[config.mk]
export PLATFORM = sky130hd
export DESIGN_NAME = cascade_ack_seq
export DESIGN_NICKNAME = d
export VERILOG_FILES = /design/src/rtl/pic_pkg.sv /design/src/rtl/pic_prio.sv /design/src/rtl/pic_core.sv /design/src/rtl/cascade_ack_seq.sv
export SDC_FILE = /design/constraint.sdc
export NUM_CORES = 1
export LEC_CHECK = 0
export ABC_CLOCK_PERIOD_IN_PS = 5250
export BUFFER_PORTS_ARGS = -buffer_cell sky130_fd_sc_hd__buf_2
export CAP_MARGIN = 30
export CORE_AREA = 4 4 94 162
export CTS_CLUSTER_DIAMETER = 200
export DETAILED_ROUTE_END_ITERATION = 8
export DIE_AREA = 0 0 98 166
export PLACE_DENSITY = 0.68
export SLEW_MARGIN = 20
export SYNTH_ARGS = -nofsm -noshare
export SYNTH_HDL_FRONTEND = slang
export SYNTH_HIERARCHICAL = 1
export SYNTH_SLANG_ARGS = --single-unit
export TNS_END_PERCENT = 1
[constraint.sdc]
create_clock -name clk -period 5.25 [get_ports clk]
set_input_delay 0.7875 -clock clk [delete_from_list [all_inputs] [get_ports clk]]
set_output_delay 0.7875 -clock clk [all_outputs]
set_load 0.005 [all_outputs]
[src/rtl/pic_pkg.sv]
package pic_pkg;
  localparam int PIC_LINES = 8;
  localparam int PIC_LW    = $clog2(PIC_LINES);
  localparam int VEC_W     = 8;
endpackage

[src/rtl/pic_prio.sv]
module pic_prio #(
  parameter int N  = 8,
  parameter int LW = $clog2(N)
) (
  input  logic [N-1:0]  req,
  input  logic [LW-1:0] rot,
  output logic          hit,
  output logic [LW-1:0] rank
);
  always_comb begin
    hit  = 1'b0;
    rank = '0;
    for (int k = N - 1; k >= 0; k--) begin
      if (req[(k + int'(rot)) % N]) begin
        hit  = 1'b1;
        rank = LW'(k);
      end
    end
  end
endmodule

[src/rtl/pic_core.sv]
module pic_core #(
  parameter int          N         = pic_pkg::PIC_LINES,
  parameter int          LW        = pic_pkg::PIC_LW,
  parameter logic [N-1:0] TRIG_MASK = '1
) (
  input  logic          clk,
  input  logic          rst,
  input  logic          reinit,
  input  logic [N-1:0]  lines,
  input  logic [N-1:0]  force_set,
  input  logic [N-1:0]  imr,
  input  logic          trig_wr,
  input  logic [N-1:0]  trig_data,
  input  logic          aeoi,
  input  logic          rot_aeoi,
  input  logic          eoi,
  input  logic          ack,
  output logic          deliv,
  output logic [LW-1:0] win_line
);
  logic [N-1:0]  irr, isr, prev, trig;
  logic [LW-1:0] rot;
  logic [N-1:0]  pend;
  logic          r_hit, s_hit;
  logic [LW-1:0] r_rank, s_rank, eoi_line;

  assign pend = irr & ~imr;

  pic_prio #(.N(N), .LW(LW)) u_req (.req(pend), .rot(rot), .hit(r_hit), .rank(r_rank));
  pic_prio #(.N(N), .LW(LW)) u_svc (.req(isr),  .rot(rot), .hit(s_hit), .rank(s_rank));

  assign deliv    = r_hit && (!s_hit || (r_rank < s_rank));
  assign win_line = r_rank + rot;
  assign eoi_line = s_rank + rot;

  generate
    for (genvar i = 0; i < N; i++) begin : g_line
      localparam logic [LW-1:0] IDX = LW'(i);
      always_ff @(posedge clk) begin
        if (rst || reinit) begin
          irr[i]  <= 1'b0;
          prev[i] <= 1'b0;
        end else begin
          prev[i] <= lines[i];
          if (trig[i])
            irr[i] <= lines[i];
          else if ((lines[i] && !prev[i]) || force_set[i])
            irr[i] <= 1'b1;
          else if (ack && win_line == IDX)
            irr[i] <= 1'b0;
        end
      end
      always_ff @(posedge clk) begin
        if (rst || reinit)
          isr[i] <= 1'b0;
        else if (ack && !aeoi && win_line == IDX)
          isr[i] <= 1'b1;
        else if (eoi && s_hit && eoi_line == IDX)
          isr[i] <= 1'b0;
      end
    end
  endgenerate

  always_ff @(posedge clk) begin
    if (rst || reinit)
      rot <= '0;
    else if (ack && aeoi && rot_aeoi)
      rot <= win_line + LW'(1);
  end

  always_ff @(posedge clk) begin
    if (rst)
      trig <= '0;
    else if (trig_wr)
      trig <= trig_data & TRIG_MASK;
  end


  aeoi_isr_chk: assert property (@(posedge clk) disable iff (rst)
    (ack && aeoi && !eoi && !reinit) |=> (isr == $past(isr)));


  trig_keep_chk: assert property (@(posedge clk) disable iff (rst)
    (reinit && !trig_wr) |=> (trig == $past(trig)));
endmodule

[src/rtl/cascade_ack_seq.sv]
module cascade_ack_seq #(
  parameter logic [7:0] M_TRIG_MASK = 8'hF8,
  parameter logic [7:0] S_TRIG_MASK = 8'hDE,
  parameter int         CAS_LINE    = 2
) (
  input  logic        clk,
  input  logic        rst,
  input  logic        reinit,
  input  logic [15:0] irq_in,
  input  logic [7:0]  imr_m,
  input  logic [7:0]  imr_s,
  input  logic [7:0]  base_m,
  input  logic [7:0]  base_s,
  input  logic        aeoi,
  input  logic        rot_aeoi,
  input  logic        trig_wr,
  input  logic        trig_sel,
  input  logic [7:0]  trig_data,
  input  logic        eoi_m,
  input  logic        eoi_s,
  input  logic        inta,
  output logic        cpu_int,
  output logic        vec_valid,
  output logic [7:0]  vec_out
);
  import pic_pkg::*;
  localparam int N  = PIC_LINES;
  localparam int LW = PIC_LW;
  localparam logic [N-1:0]  CAS_BIT = N'(1) << CAS_LINE;
  localparam logic [LW-1:0] CAS_IDX = LW'(CAS_LINE);
  localparam logic [LW-1:0] SPUR    = '1;

  logic          m_deliv, s_deliv, ack_m, ack_s;
  logic [LW-1:0] m_line, s_line;
  logic [N-1:0]  m_lines, m_force;
  logic [VEC_W-1:0] vec_d;

  assign ack_m   = inta && m_deliv;
  assign ack_s   = ack_m && (m_line == CAS_IDX) && s_deliv;
  assign m_lines = irq_in[N-1:0] & ~CAS_BIT;
  assign m_force = (s_deliv && !ack_m) ? CAS_BIT : '0;

  pic_core #(.N(N), .LW(LW), .TRIG_MASK(M_TRIG_MASK)) u_master (
    .clk(clk), .rst(rst), .reinit(reinit), .lines(m_lines), .force_set(m_force),
    .imr(imr_m), .trig_wr(trig_wr && !trig_sel), .trig_data(trig_data),
    .aeoi(aeoi), .rot_aeoi(rot_aeoi), .eoi(eoi_m), .ack(ack_m),
    .deliv(m_deliv), .win_line(m_line));

  pic_core #(.N(N), .LW(LW), .TRIG_MASK(S_TRIG_MASK)) u_slave (
    .clk(clk), .rst(rst), .reinit(reinit), .lines(irq_in[2*N-1:N]), .force_set('0),
    .imr(imr_s), .trig_wr(trig_wr && trig_sel), .trig_data(trig_data),
    .aeoi(aeoi), .rot_aeoi(rot_aeoi), .eoi(eoi_s), .ack(ack_s),
    .deliv(s_deliv), .win_line(s_line));

  always_comb begin
    if (!ack_m)
      vec_d = {base_m[VEC_W-1:LW], SPUR};
    else if (m_line == CAS_IDX)
      vec_d = {base_s[VEC_W-1:LW], (s_deliv ? s_line : SPUR)};
    else
      vec_d = {base_m[VEC_W-1:LW], m_line};
  end

  always_ff @(posedge clk) begin
    if (rst) begin
      cpu_int   <= 1'b0;
      vec_valid <= 1'b0;
      vec_out   <= '0;
    end else begin
      cpu_int   <= m_deliv;
      vec_valid <= inta;
      if (inta) vec_out <= vec_d;
    end
  end


  strobe_on_chk: assert property (@(posedge clk) disable iff (rst)
    inta |=> vec_valid);

  strobe_off_chk: assert property (@(posedge clk) disable iff (rst)
    !inta |=> !vec_valid);

  spur_low_chk: assert property (@(posedge clk) disable iff (rst)
    (inta && !m_deliv) |=> (vec_out[LW-1:0] == SPUR));
endmodule

---- Word level (Yosys, flattened, before mapping) ----
Index checks and enable logic that the tools add are counted.
storage, ports and cells
  register bits ........................... 74
  input bits .............................. 66
  output and inout bits ................... 10
  logic and storage cells ................. 531
operators by class
  add/subtract/negate cells ............... 20
  order comparisons ....................... 18
  eq/ne operators ......................... 28
  mux-type cells .......................... 235
  bitwise gates (word level) .............. 18
  reductions and logical operators ........ 158
operator list
  cell                 number
  $mux 1               167
  $mux 3               34
  $bmux 1 s3           32
  $logic_and 1x1->1    78
  $lt 4x5->1 const B   14
  $eq 3x3->1 const B   16
  $reduce_bool 2->1    21
  $reduce_or 3->1      14
  $reduce_bool 3->1    11
  $add 3x3->3 const A  8
  $eq 3x2->1 const B   8
  $logic_not 1->1      20
  $and 8x8->8          2
  $mux 8               2
  $not 8->8            2
  $and 1x1->1 const A  14
  $add 2x3->3 const A  4
  $add 3x3->3          4
  $eq 3x1->1 const B   4
  $logic_not 3->1      4
  $lt 3x4->1 const B   2
  $add 1x3->3 const A  2
  $add 3x1->3 const B  2
  $lt 3x3->1           2
  other kinds (2)      10

---- Depth between registers and ports, before layout ----
Gate-level depths: netlist (run 1).
  depth in word-level cells ............... 24
  mapped depth ............................ 21
  gate-level depth less buffers ........... 19

---- Hierarchy ----
Netlist (run 1), hierarchy kept.
modules (own cells, without submodules)
  module               instances  cells an instance  area an instance (µm²)  seq. area each (µm²)
  pic_prio             4          67                 689.4                   0.0
  pic_core (u_slave)   1          179                1622.8                  660.6
  pic_core (u_master)  1          169                1589.0                  640.6
  cascade_ack_seq      1          51                 461.7                   200.2

---- Worst setup path after synthesis (run 1) ----
OpenSTA, ideal clock, no wires.
  path kind ............................... reg2reg
  from .................................... register u_master.rot[0]
  to ...................................... register u_slave.rot[2]
  library setup time ...................... 128 ps
  arrival ................................. 4760 ps
  required time ........................... 5122 ps
  slack ................................... 363 ps
  stages on the path, launching flop included .. 19
  buffers on the path ..................... 3
  period minus slack after synthesis ...... 4887 ps
  path through ............................ dfxtp_1 > buf_6 > inv_1 > ha_1 > buf_6 > mux2_2 > mux4_2 > o32ai_2 > o21ai_1 > and3_1 > ha_1 > fa_1 > xor3_2 > nor3b_1 > and3_1 > and3_1 > clkbuf_1 > mux2i_1 > nor2_1
on the way
  elaborated cells between the ends (all ways) .. 96
  classes of those cells .................. add/sub: 8; order compare: 1; eq/ne: 1; mux: 78; reduce/logical: 8
RTL lines
  what                                        line                   RTL
  start, declared                             pic_core.sv:22         logic [LW-1:0] rot;
  start signal, assigned                      pic_core.sv:68         rot <= win_line + LW'(1);
  $add 3x3->3                                 pic_prio.sv:14         if (req[(k + int'(rot)) % N]) begin
  $bmux 1 s3                                  pic_prio.sv:14
  $mux 1 (implied by the code) (2 in series)  pic_prio.sv:14
  $mux 3 (7 in series)                        pic_prio.sv:14
  $mux 3 *                                    pic_prio.sv:14
  net u_master.r_rank[0]                      pic_core.sv:25         logic [LW-1:0] r_rank, s_rank, eoi_line;
  $add 3x3->3 *                               pic_core.sv:33         assign win_line = r_rank + rot;
  net m_line[2]                               cascade_ack_seq.sv:34  logic [LW-1:0] m_line, s_line;
  $eq 3x2->1 *                                cascade_ack_seq.sv:39  assign ack_s = ack_m && (m_line == CAS_IDX) && s_deliv;
  $logic_and 1x1->1 * (2 in series)           cascade_ack_seq.sv:39
  net ack_s                                   cascade_ack_seq.sv:33  logic m_deliv, s_deliv, ack_m, ack_s;
  $logic_and 1x1->1 * (2 in series)           pic_core.sv:67         else if (ack && aeoi && rot_aeoi)
  end signal, assigned                        pic_core.sv:68
  end, declared                               pic_core.sv:22
The timed path passes the listed nets; every way through them passes the cells marked *. The select of a mux whose other input is x is not followed.
A chain may end at the register's enable or synchronous reset.

---- Worst setup path in the final report (run 1) ----
  from .................................... register u_master.rot[1]
  to ...................................... register u_slave.isr[3]
on the way
  elaborated cells between the ends (all ways) .. 98
  classes of those cells .................. add/sub: 8; order compare: 1; eq/ne: 1; mux: 79; reduce/logical: 9
RTL lines
  what                                                line                   RTL
  $add 3x3->3                                         pic_prio.sv:14
  $bmux 1 s3                                          pic_prio.sv:14
  $mux 1 (implied by the code) (2 in series)          pic_prio.sv:14
  $mux 3 (7 in series)                                pic_prio.sv:14
  $mux 3 *                                            pic_prio.sv:14
  net u_master.r_rank[0]                              pic_core.sv:25
  $add 3x3->3 *                                       pic_core.sv:33
  net m_line[2]                                       cascade_ack_seq.sv:34
  $eq 3x2->1 *                                        cascade_ack_seq.sv:39
  $logic_and 1x1->1 * (2 in series)                   cascade_ack_seq.sv:39
  net ack_s                                           cascade_ack_seq.sv:33
  $logic_and 1x1->1 * (2 in series)                   pic_core.sv:56         else if (ack && !aeoi && win_line == IDX)
  $mux 1 / $reduce_bool 2->1 (equally long branches)  --
  end signal, assigned by index                       pic_core.sv:55         isr[i] <= 1'b0;
  end signal, assigned by index                       pic_core.sv:57         isr[i] <= 1'b1;
  end signal, assigned by index                       pic_core.sv:59         isr[i] <= 1'b0;
  end, declared                                       pic_core.sv:21         logic [N-1:0] irr, isr, prev, trig;
Marked as above.

==> summary.md, run 1 <==
| Metric | Value |
|---|---|
| Maximum vdd drop | `~0.16 mV` |
| Vias per std cell | `about 5.7` |
| Tot Pwr | `~1600 µW` |
| IO Port Bufs | `67` |
| FFs w/ async S/R, synth | `0` |
| Critical path peak fanout | `9` |
| Final Worst Setup Slack | `0.373 ns` |
| Place WS | `0.405 ns` |
| CTS Buffer Depth | `2` |
| Initial DRC count | `between 200 and 250` |
| Row cnt | `57` |
| CTS buffer count | `9` |
| Routed WL | `16.1 mm` |
| Number of flops mapped to enable cells by yosys | `0` |
| Routed len/inst | `around 17 µm` |
| Finished Cell Area | `0.00728 mm²` |
| GRT overflow | `0` |
| Synth top cells by count | `dfxtp_1, nor2_1, inv_1` |
| CTS resizes | `0` |
| Core area | `0.0139 mm²` |
| Fin. max-slew vios | `0` |
| Status | `finished clean` |
| Placed cell count | `a little over 900` |
| Seq cells post-synth | `75` |
| Pint | `1120 µW` |
| Cell breakdown of the critical path | `inv_1, ha_1, buf_4, mux2_2, mux4_2, o32ai_2, o21ai_1, and3_1, ha_1, fa_1, xor3_2, nor3b_1, and3_1, inv_1, nor4_2, a32o_1` |
| Count of cell types in the netlist | `61` |
| Final cell count without fillers | `slightly above 900` |
| Slew headroom | `0.398` |
| Number of I/O pins | `between 70 and 80` |
| Warnings, synthesis | `6` |
| Die Area | `around 0.016 mm²` |
| CP peak stage delay | `0.47 ns` |
| Top-area cell type share of the netlist area | `0.233` |
| Synth area leaders | `dfxtp_1, mux4_2, mux2i_1` |
| First-pass GRT wire length | `26.3 mm` |
| Root buf cell | `clkbuf_16` |
| Fin nets | `~840` |
| Clock power frac | `0.394` |
| RD Place Congestion | `0.909` |
| Vias in the first global route | `5463` |
| Drt drc | `0` |
| Arr. time, crit path | `~5.2 ns` |
| Sequential power share | `0.385` |
| Initial Util | `0.462` |
| Setup TNS | `0 ns` |
| Ant diodes | `0` |
| Pleak | `~0.003 µW` |
| CTS tree | `built` |
| H-tree depth | `3` |
| Area grow syn2layout | `13.2%` |
| Worst Max-Slew Pin Slew | `approximately 0.9 ns` |
| Reg clk slew, reported paths | `about 0.060 ns` |
| Hold_buf cts | `0` |
| Cell area after placement | `around 0.0070 mm²` |
| # Max-Cap Violations | `0` |
| Most frequent cell after synthesis | `dfxtp_1` |
| RSZ-0062 raised after global routing | `false` |
| Top FF cell, synth | `dfxtp_1` |
| Synthesized area per cell | `about 9.6 µm²` |
| Final Cycle Share | `0.929` |
| Initial antenna violation count | `0` |
| Critical Path Sink Type | `register` |
| DP Wirelength | `approximately 13 mm` |
| Fmax | `a little over 0.2 GHz` |
| Fillers | `approximately 1300` |
| Crit-path leading delay family | `simple AND/OR/NAND/NOR gates` |
| Slowest stage cell, crit path | `mux4_2` |
| Crit path buffers/inverters | `3` |
| Switching power | `between 400 and 500 µW` |
| Synth Cell Area | `0.00643 mm²` |
| Fraction of power spent switching nets | `0.292` |
| Setup Buffers After CTS | `0` |
| HP Class | `register to register` |
| Largest area contributor in the netlist | `dfxtp_1` |
| Power Dens Cells | `roughly 220 mW/mm²` |
| Clock sinks | `75` |
| CP Data Required Time | `5.53 ns` |
| Via count | `about 5300` |
| Die width | `about 100 µm` |
| Worst Setup Start Kind | `register` |
| Setup Crit Path Kind | `register to register` |
| Min cycle time layout | `a little under 5 ns` |
| Largest net degree at the start of global routing | `26` |
| Total Routing Usage GR | `0.197` |
| Seq/Total Area, Yosys | `0.233` |
| DRT antenna net count | `0` |
| Worst-Skew Late Latency | `around 0.34 ns` |
| Combinational power share | `0.221` |
| Layout cells sized above 1 | `0.260` |
| DRT Pass-1 Iters | `4` |
| Die Y | `approximately 170 µm` |
| Skew final | `between 0.01 and 0.015 ns` |
| Synth Instances | `between 600 and 700` |
| Final setup viols | `0` |
| Final hold viol count | `0` |
metal layers:
layer | share of wire | vias to the layer above | global-route usage
met5 | 0 | - | 0
met3 | 0.025 | 28 | 0.0210
met4 | 0.025 | 0 | 0.0808
li1 | - | 2605 | -
met2 | 0.58 | 104 | 0.390
met1 | 0.37 | 2608 | 0.204
worst min-delay path, stage by stage, from the launching register on:
cell and delay (ns):
dfxtp_1 0.31, nor2_1 0.08, a211oi_1 0.05
flip-flops by register name, indices dropped and copies added, names as in the netlist, 3 cells and up:
name,flops
u_master/rot,3
vec_out,8
u_slave/irr,8
u_slave/rot,3
u_master/irr,8
u_slave/isr,8
u_master/trig,5
u_slave/trig,6
u_master/isr,8
u_slave/prev,8
u_master/prev,8
stage by stage:
step | utilization | hold WS, ns
2_1_floorplan | - | 0.468
3_3_place_gp | 0.502 | 0.473
3_5_place_dp | 0.502 | 0.478
4_1_cts | 0.523 | 0.486
5_1_grt | 0.523 | 0.504
6_report | 0.523 | 0.483
cell type report:
cell class                      instances  area (µm²)  share of cell area
Clock inverter                          6        71.3             0.00980
Sequential cell                        75        1500               0.206
Clock buffer                           10         229              0.0315
Timing Repair Buffer                   83         455              0.0626
Tap cell                              177         221              0.0304
Inverter                               51         191              0.0263
Multi-Input combinational cell        528        4610               0.633
power groups by stage:
| stage | clock network, µW | logic (µW) | registers [µW] |
|---|---|---|---|
| floorplan | 0 | 246 | 620 |
| CTS | 642 | 350 | 611 |
| global route | 665 | 387 | 613 |
| finish | 625 | 351 | 611 |
| detailed placement | 0 | 348 | 623 |
| global placement | 0 | 340 | 622 |
cells by family after synthesis:
family | share of synthesized area
fa+ha+maj | 0.0630
buf+inv | 0.0591
other cells | 0.000583
simple gates | 0.193
xor+xnor | 0.0389
flops | 0.233
compound gates | 0.155
mux | 0.256
cell usage in the layout (no fill, tap or decap), types with 12 or more instances in the layout:
cell type and instances:
a211oi_1 14, a21oi_1 27, and2_1 21, buf_2 67
buf_4 16, conb_1 17, dfxtp_1 75, ha_1 26
inv_1 51, mux2_2 12, mux2_4 12, mux2i_1 34
mux4_1 12, mux4_2 28, nand2_1 36, nand3_1 15
nor2_1 59, nor2b_1 18, nor3_1 13, o21ai_0 21
or3b_2 16
path summary, 6_finish.rpt:
path                        start        endpoint  slack, ns  depth (start not counted)
setup reg to reg  u_master/rot[1]  u_slave/isr[3]       0.37                         16
hold / removal         vec_out[7]      vec_out[7]       0.48                          2
hold reg to reg        vec_out[7]      vec_out[7]       0.48                          2
setup / recovery  u_master/rot[1]  u_slave/isr[3]       0.37                         16
(Power assumes the default switching activity.)
==> run 2: changes to the inputs <==
Settings changed: ABC_CLOCK_PERIOD_IN_PS 5250 to 4300.
Clock period 5.25 ns to 4.3 ns, I/O delays scaled along.
==> summary.md, run 2 (synthesis results as in run 1) <==
| Metric | Value |
|---|---|
| Initial Util | `0.462 (unchanged)` |
| Die Area | `0.0163 mm² (unchanged)` |
| DP Wirelength | `13.2 mm (+2.1%)` |
| Number of I/O pins | `76 (unchanged)` |
| Commonest non-fill, non-tap cells in the layout | `dfxtp_1, buf_2, nor2_1` |
| RSZ-0062 raised after global routing | `true` |
| Placed cell count | `928 (+1.5%)` |
| Critical Path Sink Type | `register` |
| GRT overflow | `0 (unchanged)` |
| CTS Buffer Depth | `2 (unchanged)` |
| Largest net degree at the start of global routing | `26 (unchanged)` |
| HP Class | `register to register` |
| Most common cell after layout, fill and taps aside | `dfxtp_1` |
| Pleak | `0.00312 µW (+3.7%)` |
| RD Place Congestion | `0.917 (+0.80%)` |
| Status | `finished clean` |
| Vias per std cell | `5.75 (about the same)` |
| Arr. time, crit path | `4.47 ns (-0.69 ns)` |
| Via count | `5446 (+1.9%)` |
| Met2 Use GR | `0.401 (+0.0107)` |
| Met1 GRT Util | `0.208 (+0.00370)` |
| Final Cycle Share | `0.975 (+0.0464)` |
| Fin. max-slew vios | `0 (unchanged)` |
| DRT Pass-1 Iters | `5 (+1)` |
| Worst setup startpoint | `u_master/rot[0]` |
| Initial antenna violation count | `0 (unchanged)` |
| Total Routing Usage GR | `0.201 (+0.00357)` |
| Power Dens Cells | `259 mW/mm² (+19%)` |
| Slew headroom | `0.419 (+0.0214)` |
| Core area | `0.0139 mm² (unchanged)` |
| Met3 GRT Util | `0.0181 (-0.00294)` |
| Tot Pwr | `1950 µW (+23%)` |
| Initial DRC count | `248 (+17%)` |
| Finished Cell Area | `0.00752 mm² (+3.3%)` |
| Setup Crit Path Kind | `register to register` |
| Area grow syn2layout | `16.9%` |
| Worst Setup EP | `u_slave/rot[0]` |
| Drt drc | `0 (unchanged)` |
| Reg2reg start | `u_master/rot[0]` |
| Routed len/inst | `17.3 µm (+0.16%)` |
| CP Data Required Time | `4.58 ns (-0.95 ns)` |
| Fmax | `0.238 GHz (+16%)` |
| DRT antenna net count | `0 (unchanged)` |
| Final cell count without fillers | `947 (+1.8%)` |
| H-tree depth | `3 (unchanged)` |
| Worst reg2reg endpoint | `u_slave/rot[0]` |
| Vias in the first global route | `5624 (+2.9%)` |
| Skew final | `0.0118 ns (+0.00138 ns)` |
| Ant diodes | `0 (unchanged)` |
| Clock sinks | `75 (unchanged)` |
| Critical path peak fanout | `8 (-1)` |
| Worst-Skew Late Latency | `0.33 ns (about the same)` |
| Reg clk slew, reported paths | `0.06 ns (about the same)` |
| # Max-Cap Violations | `0 (unchanged)` |
| Routed WL | `16.4 mm (+2.0%)` |
| Min cycle time layout | `4.19 ns (-0.683 ns)` |
| Fin nets | `861 (+2.0%)` |
| Worst Reg-to-Reg Cells | `16 (unchanged)` |
| IO Port Bufs | `67 (unchanged)` |
| Maximum vdd drop | `0.215 mV (+37%)` |
| First-pass GRT wire length | `27.0 mm (+2.5%)` |
| Final hold viol count | `0 (unchanged)` |
| Worst Setup Start Kind | `register` |
| CTS tree | `built` |
| Reg2reg setup slack | `0.11 ns (-0.27 ns)` |
| GR peak layer | `met2` |
| Setup TNS | `0 ns (unchanged)` |
| Root buf cell | `clkbuf_16` |
| Cell area after placement | `0.00712 mm² (+2.0%)` |
| Worst Max-Slew Pin Slew | `0.870 ns (-0.0299 ns)` |
| Layout cells sized above 1 | `0.304 (+0.0436)` |
| Row cnt | `57 (unchanged)` |
| Final setup viols | `0 (unchanged)` |
| Fillers | `1259 (-4.7%)` |
| Die width | `98 µm (unchanged)` |
| CTS buffer count | `9 (unchanged)` |
| Die Y | `166 µm (unchanged)` |
-- run 2: layer usage --
metal | share of wire | wire (µm) | up-vias
met5 | 0 | 0 | -
met4 | 0.026 | 430 | 0
met3 | 0.026 | 419 | 27
met2 | 0.58 | 9460 | 123
met1 | 0.37 | 6070 | 2663
li1 | - | - | 2633
-- run 2: layout make-up --
type	instances	area (µm²)	area share
well taps	177	221	0.0295
clock inverters	6	53.8	0.00716
inverters	51	191	0.0255
clock buffers	10	239	0.0318
flip-flops and latches	75	1510	0.201
repair buffers	100	583	0.0776
multi-input cells	528	4720	0.628
-- run 2: worst max-delay path, stage by stage (launching register included) --
cell      delay [ns]
dfxtp_4         0.36
inv_1           0.10
ha_4            0.35
mux4_2          0.53
mux2_4          0.31
o41ai_2         0.22
nand2_1         0.11
and3_1          0.23
ha_1            0.20
fa_2            0.35
xor3_2          0.26
nor3b_2         0.21
and3_4          0.25
and3_4          0.22
nor2_1          0.05
a211oi_2        0.26
buf_4           0.15
-- run 2: worst min path at each step --
stage | start | end | slack, ns | cells past startpoint
3_3_place_gp | vec_out[5] | vec_out[5] | 0.47 | 2
6_report | vec_out[4] | vec_out[4] | 0.48 | 2
2_1_floorplan | u_slave/irr[5] | u_slave/irr[5] | 0.47 | 2
3_5_place_dp | vec_out[4] | vec_out[4] | 0.48 | 2
5_1_grt | vec_out[4] | vec_out[4] | 0.51 | 2
4_1_cts | vec_out[4] | vec_out[4] | 0.49 | 2
-- run 2: report_power, final --
part	switching (µW)	internal, µW	total (µW)
clock	316	418	733
sequential	20.2	727	747
combinational	249	216	465
total	585	1360	1950
-- run 2: what timing repair did --
item	in CTS	in global routing
setup endpoints to repair	24	37
pin swaps	1	3
buffers inserted	0	2
gates resized for setup	6	16
hold buffers	0	0
-- run 2: through the flow --
step	setup slack (ns)	hold slack [ns]	util
final	0.106	0.484	0.541
after CTS	0.00463	0.487	0.534
after detailed placement	-0.219	0.478	0.512
after global routing	-0.0440	0.511	0.541
after global placement	-0.139	0.473	0.512
after floorplan	0.0121	0.468	-
==> run 3: changes to the inputs <==
Settings changed: BUFFER_PORTS_ARGS -buffer_cell sky130_fd_sc_hd__buf_2 to not set, DONT_BUFFER_PORTS set to 1, PLACE_DENSITY 0.68 to not set.
==> summary.md, run 3 (synthesis results as in run 1) <==
| Metric | Value |
|---|---|
| Hold Path Depth | `1 (-1)` |
| Fillers | `1315 (+4.4%)` |
| Critical Path Sink Type | `register` |
| Final setup viols | `0 (unchanged)` |
| RSZ-0062 raised after global routing | `true` |
| Setup Crit Path Kind | `register to register` |
| Row cnt | `57 (unchanged)` |
| Routed len/inst | `18.8 µm (+8.6%)` |
| Via count | `5176 (-5.0%)` |
| Largest net degree at the start of global routing | `26 (unchanged)` |
| Reg clk slew, reported paths | `0.07 ns (about the same)` |
| Cell breakdown of the critical path | `inv_1, ha_2, buf_4, mux2_2, mux4_2, o32ai_2, o21ai_1, and3_1, ha_1, fa_1, xor3_2, a311o_1, a31oi_1` |
| DP Wirelength | `13.4 mm (+1.3%)` |
| Initial DRC count | `164 (-34%)` |
| CP Data Required Time | `4.54 ns (-0.04 ns)` |
| Fin. max-slew vios | `0 (unchanged)` |
| Cell area after placement | `0.00680 mm² (-4.5%)` |
| Initial Util | `0.462 (unchanged)` |
| Fmax | `0.240 GHz (+0.63%)` |
| IO Port Bufs | `0 (-100%)` |
| Routed WL | `16.6 mm (+1.0%)` |
| Hold Slack | `0.369 ns (-0.115 ns)` |
| # Max-Cap Violations | `0 (unchanged)` |
| Maximum vdd drop | `0.170 mV (-21%)` |
| Slew headroom | `0.460 (+0.0410)` |
| Power Dens Cells | `266 mW/mm² (+2.8%)` |
| Ant diodes | `0 (unchanged)` |
| HP Class | `input pin to register` |
| First-pass GRT wire length | `27.0 mm (about the same)` |
| GRT overflow | `0 (unchanged)` |
| Pleak | `0.00284 µW (-8.9%)` |
| Tot Pwr | `1910 µW (-1.9%)` |
| DRT Pass-1 Iters | `4 (-1)` |
| Area grow syn2layout | `11.6%` |
| Fin nets | `795 (-7.7%)` |
| Final Cycle Share | `0.969 (-0.00612)` |
| Min cycle time layout | `4.17 ns (-0.0263 ns)` |
| RD Place Congestion | `0.889 (-3.0%)` |
| Skew final | `0.0118 ns (+0.0000247 ns)` |
| Finished Cell Area | `0.00718 mm² (-4.5%)` |
| Worst-Skew Late Latency | `0.34 ns (about the same)` |
| Die Y | `166 µm (unchanged)` |
| Final cell count without fillers | `881 (-7.0%)` |
| Slowest stage cell, crit path | `xor3_2` |
| Status | `finished clean` |
| Final hold viol count | `0 (unchanged)` |
| Critical path peak fanout | `9 (+1)` |
| H-tree depth | `3 (unchanged)` |
| Clock sinks | `75 (unchanged)` |
| Vias per std cell | `5.88 (+2.2%)` |
| Arr. time, crit path | `4.41 ns (-0.06 ns)` |
| Initial antenna violation count | `0 (unchanged)` |
| Total Routing Usage GR | `0.202 (+0.00143)` |
| Die width | `98 µm (unchanged)` |
| Most common cell after layout, fill and taps aside | `dfxtp_1` |
| Layout cells sized above 1 | `0.237 (-0.0667)` |
| CTS tree | `built` |
| Placed cell count | `863 (-7.0%)` |
| Root buf cell | `clkbuf_16` |
| CP peak stage delay | `0.53 ns (about the same)` |
| Die Area | `0.0163 mm² (unchanged)` |
| CTS Buffer Depth | `2 (unchanged)` |
| Core area | `0.0139 mm² (unchanged)` |
| Worst Setup Start Kind | `register` |
| CTS buffer count | `9 (unchanged)` |
| Number of I/O pins | `76 (unchanged)` |
| Drt drc | `0 (unchanged)` |
| DRT antenna net count | `0 (unchanged)` |
| Setup TNS | `0 ns (unchanged)` |
| Worst Max-Slew Pin Slew | `0.809 ns (-0.0614 ns)` |
| Vias in the first global route | `5349 (-4.9%)` |
| Commonest non-fill, non-tap cells in the layout | `dfxtp_1, nor2_1, inv_1` |
| Worst Reg-to-Reg Cells | `13 (-3)` |
==> run 3: cell count changes in the layout (fill, tap and decap cells not counted), moves of 2 or more <==
| cell | change |
|---|---|
| o21ai_2 | +2 |
| fa_1 | +2 |
| nor4b_4 | -2 |
| buf_2 | -67 |
| nor4b_2 | +2 |
| fa_2 | -2 |
| clkinv_8 | +2 |
| o21ai_1 | -2 |
==> run 3: timing repair <==
action / 4_1_cts / 5_1_grt
endpoints found under the setup margin: 0 / 35
setup buffers: 0 / 1
hold buffers: 0 / 0
resized for setup: 0 / 17
==> run 3: power breakdown <==
part / internal, µW / switching, µW
clock: 413 / 330
sequential: 726 / 22.9
combinational: 193 / 225
==> run 3: final cells by class <==
| cell class | instances | area, µm² | share of cell area |
|---|---|---|---|
| clock buffers | 9 | 225 | 0.0314 |
| clock inverters | 7 | 80.1 | 0.0112 |
| inverters | 51 | 191 | 0.0267 |
| multi-input cells | 528 | 4690 | 0.654 |
| flip-flops and latches | 75 | 1510 | 0.210 |
| well taps | 177 | 221 | 0.0309 |
| repair buffers | 34 | 259 | 0.0361 |
==> run 3: path summary, 6_finish.rpt <==
| path | startpoint | end | slack (ns) |
|---|---|---|---|
| max | u_slave/rot[0] | u_slave/irr[4] | 0.13 |
| min | rst | u_slave/trig[1] | 0.37 |
| max reg2reg | u_slave/rot[0] | u_slave/irr[4] | 0.13 |
| min reg2reg | vec_out[5] | vec_out[5] | 0.51 |
==> run 3: routing by layer <==
metal,wire length (µm),GRT usage
met1,5940,0.204
met5,0,0
met2,9570,0.406
met3,486,0.0261
met4,560,0.0778
==> run 3: metrics by stage <==
stage | setup slack (ns) | util
CTS | 0.00163 | 0.511
finish | 0.132 | 0.516
detailed placement | 0.0188 | 0.489
global placement | 0.0668 | 0.489
global route | -0.0499 | 0.516
floorplan | 0.0121 | -
==> run 3: critical path: cells and delay by family (launching register included) <==
family / cells / cell delay [ns]
compound gates: 4 / 0.90
xor+xnor: 1 / 0.53
fa+ha+maj: 3 / 1.02
buf+inv: 2 / 0.26
flops: 1 / 0.38
mux: 2 / 0.82
simple gates: 1 / 0.18
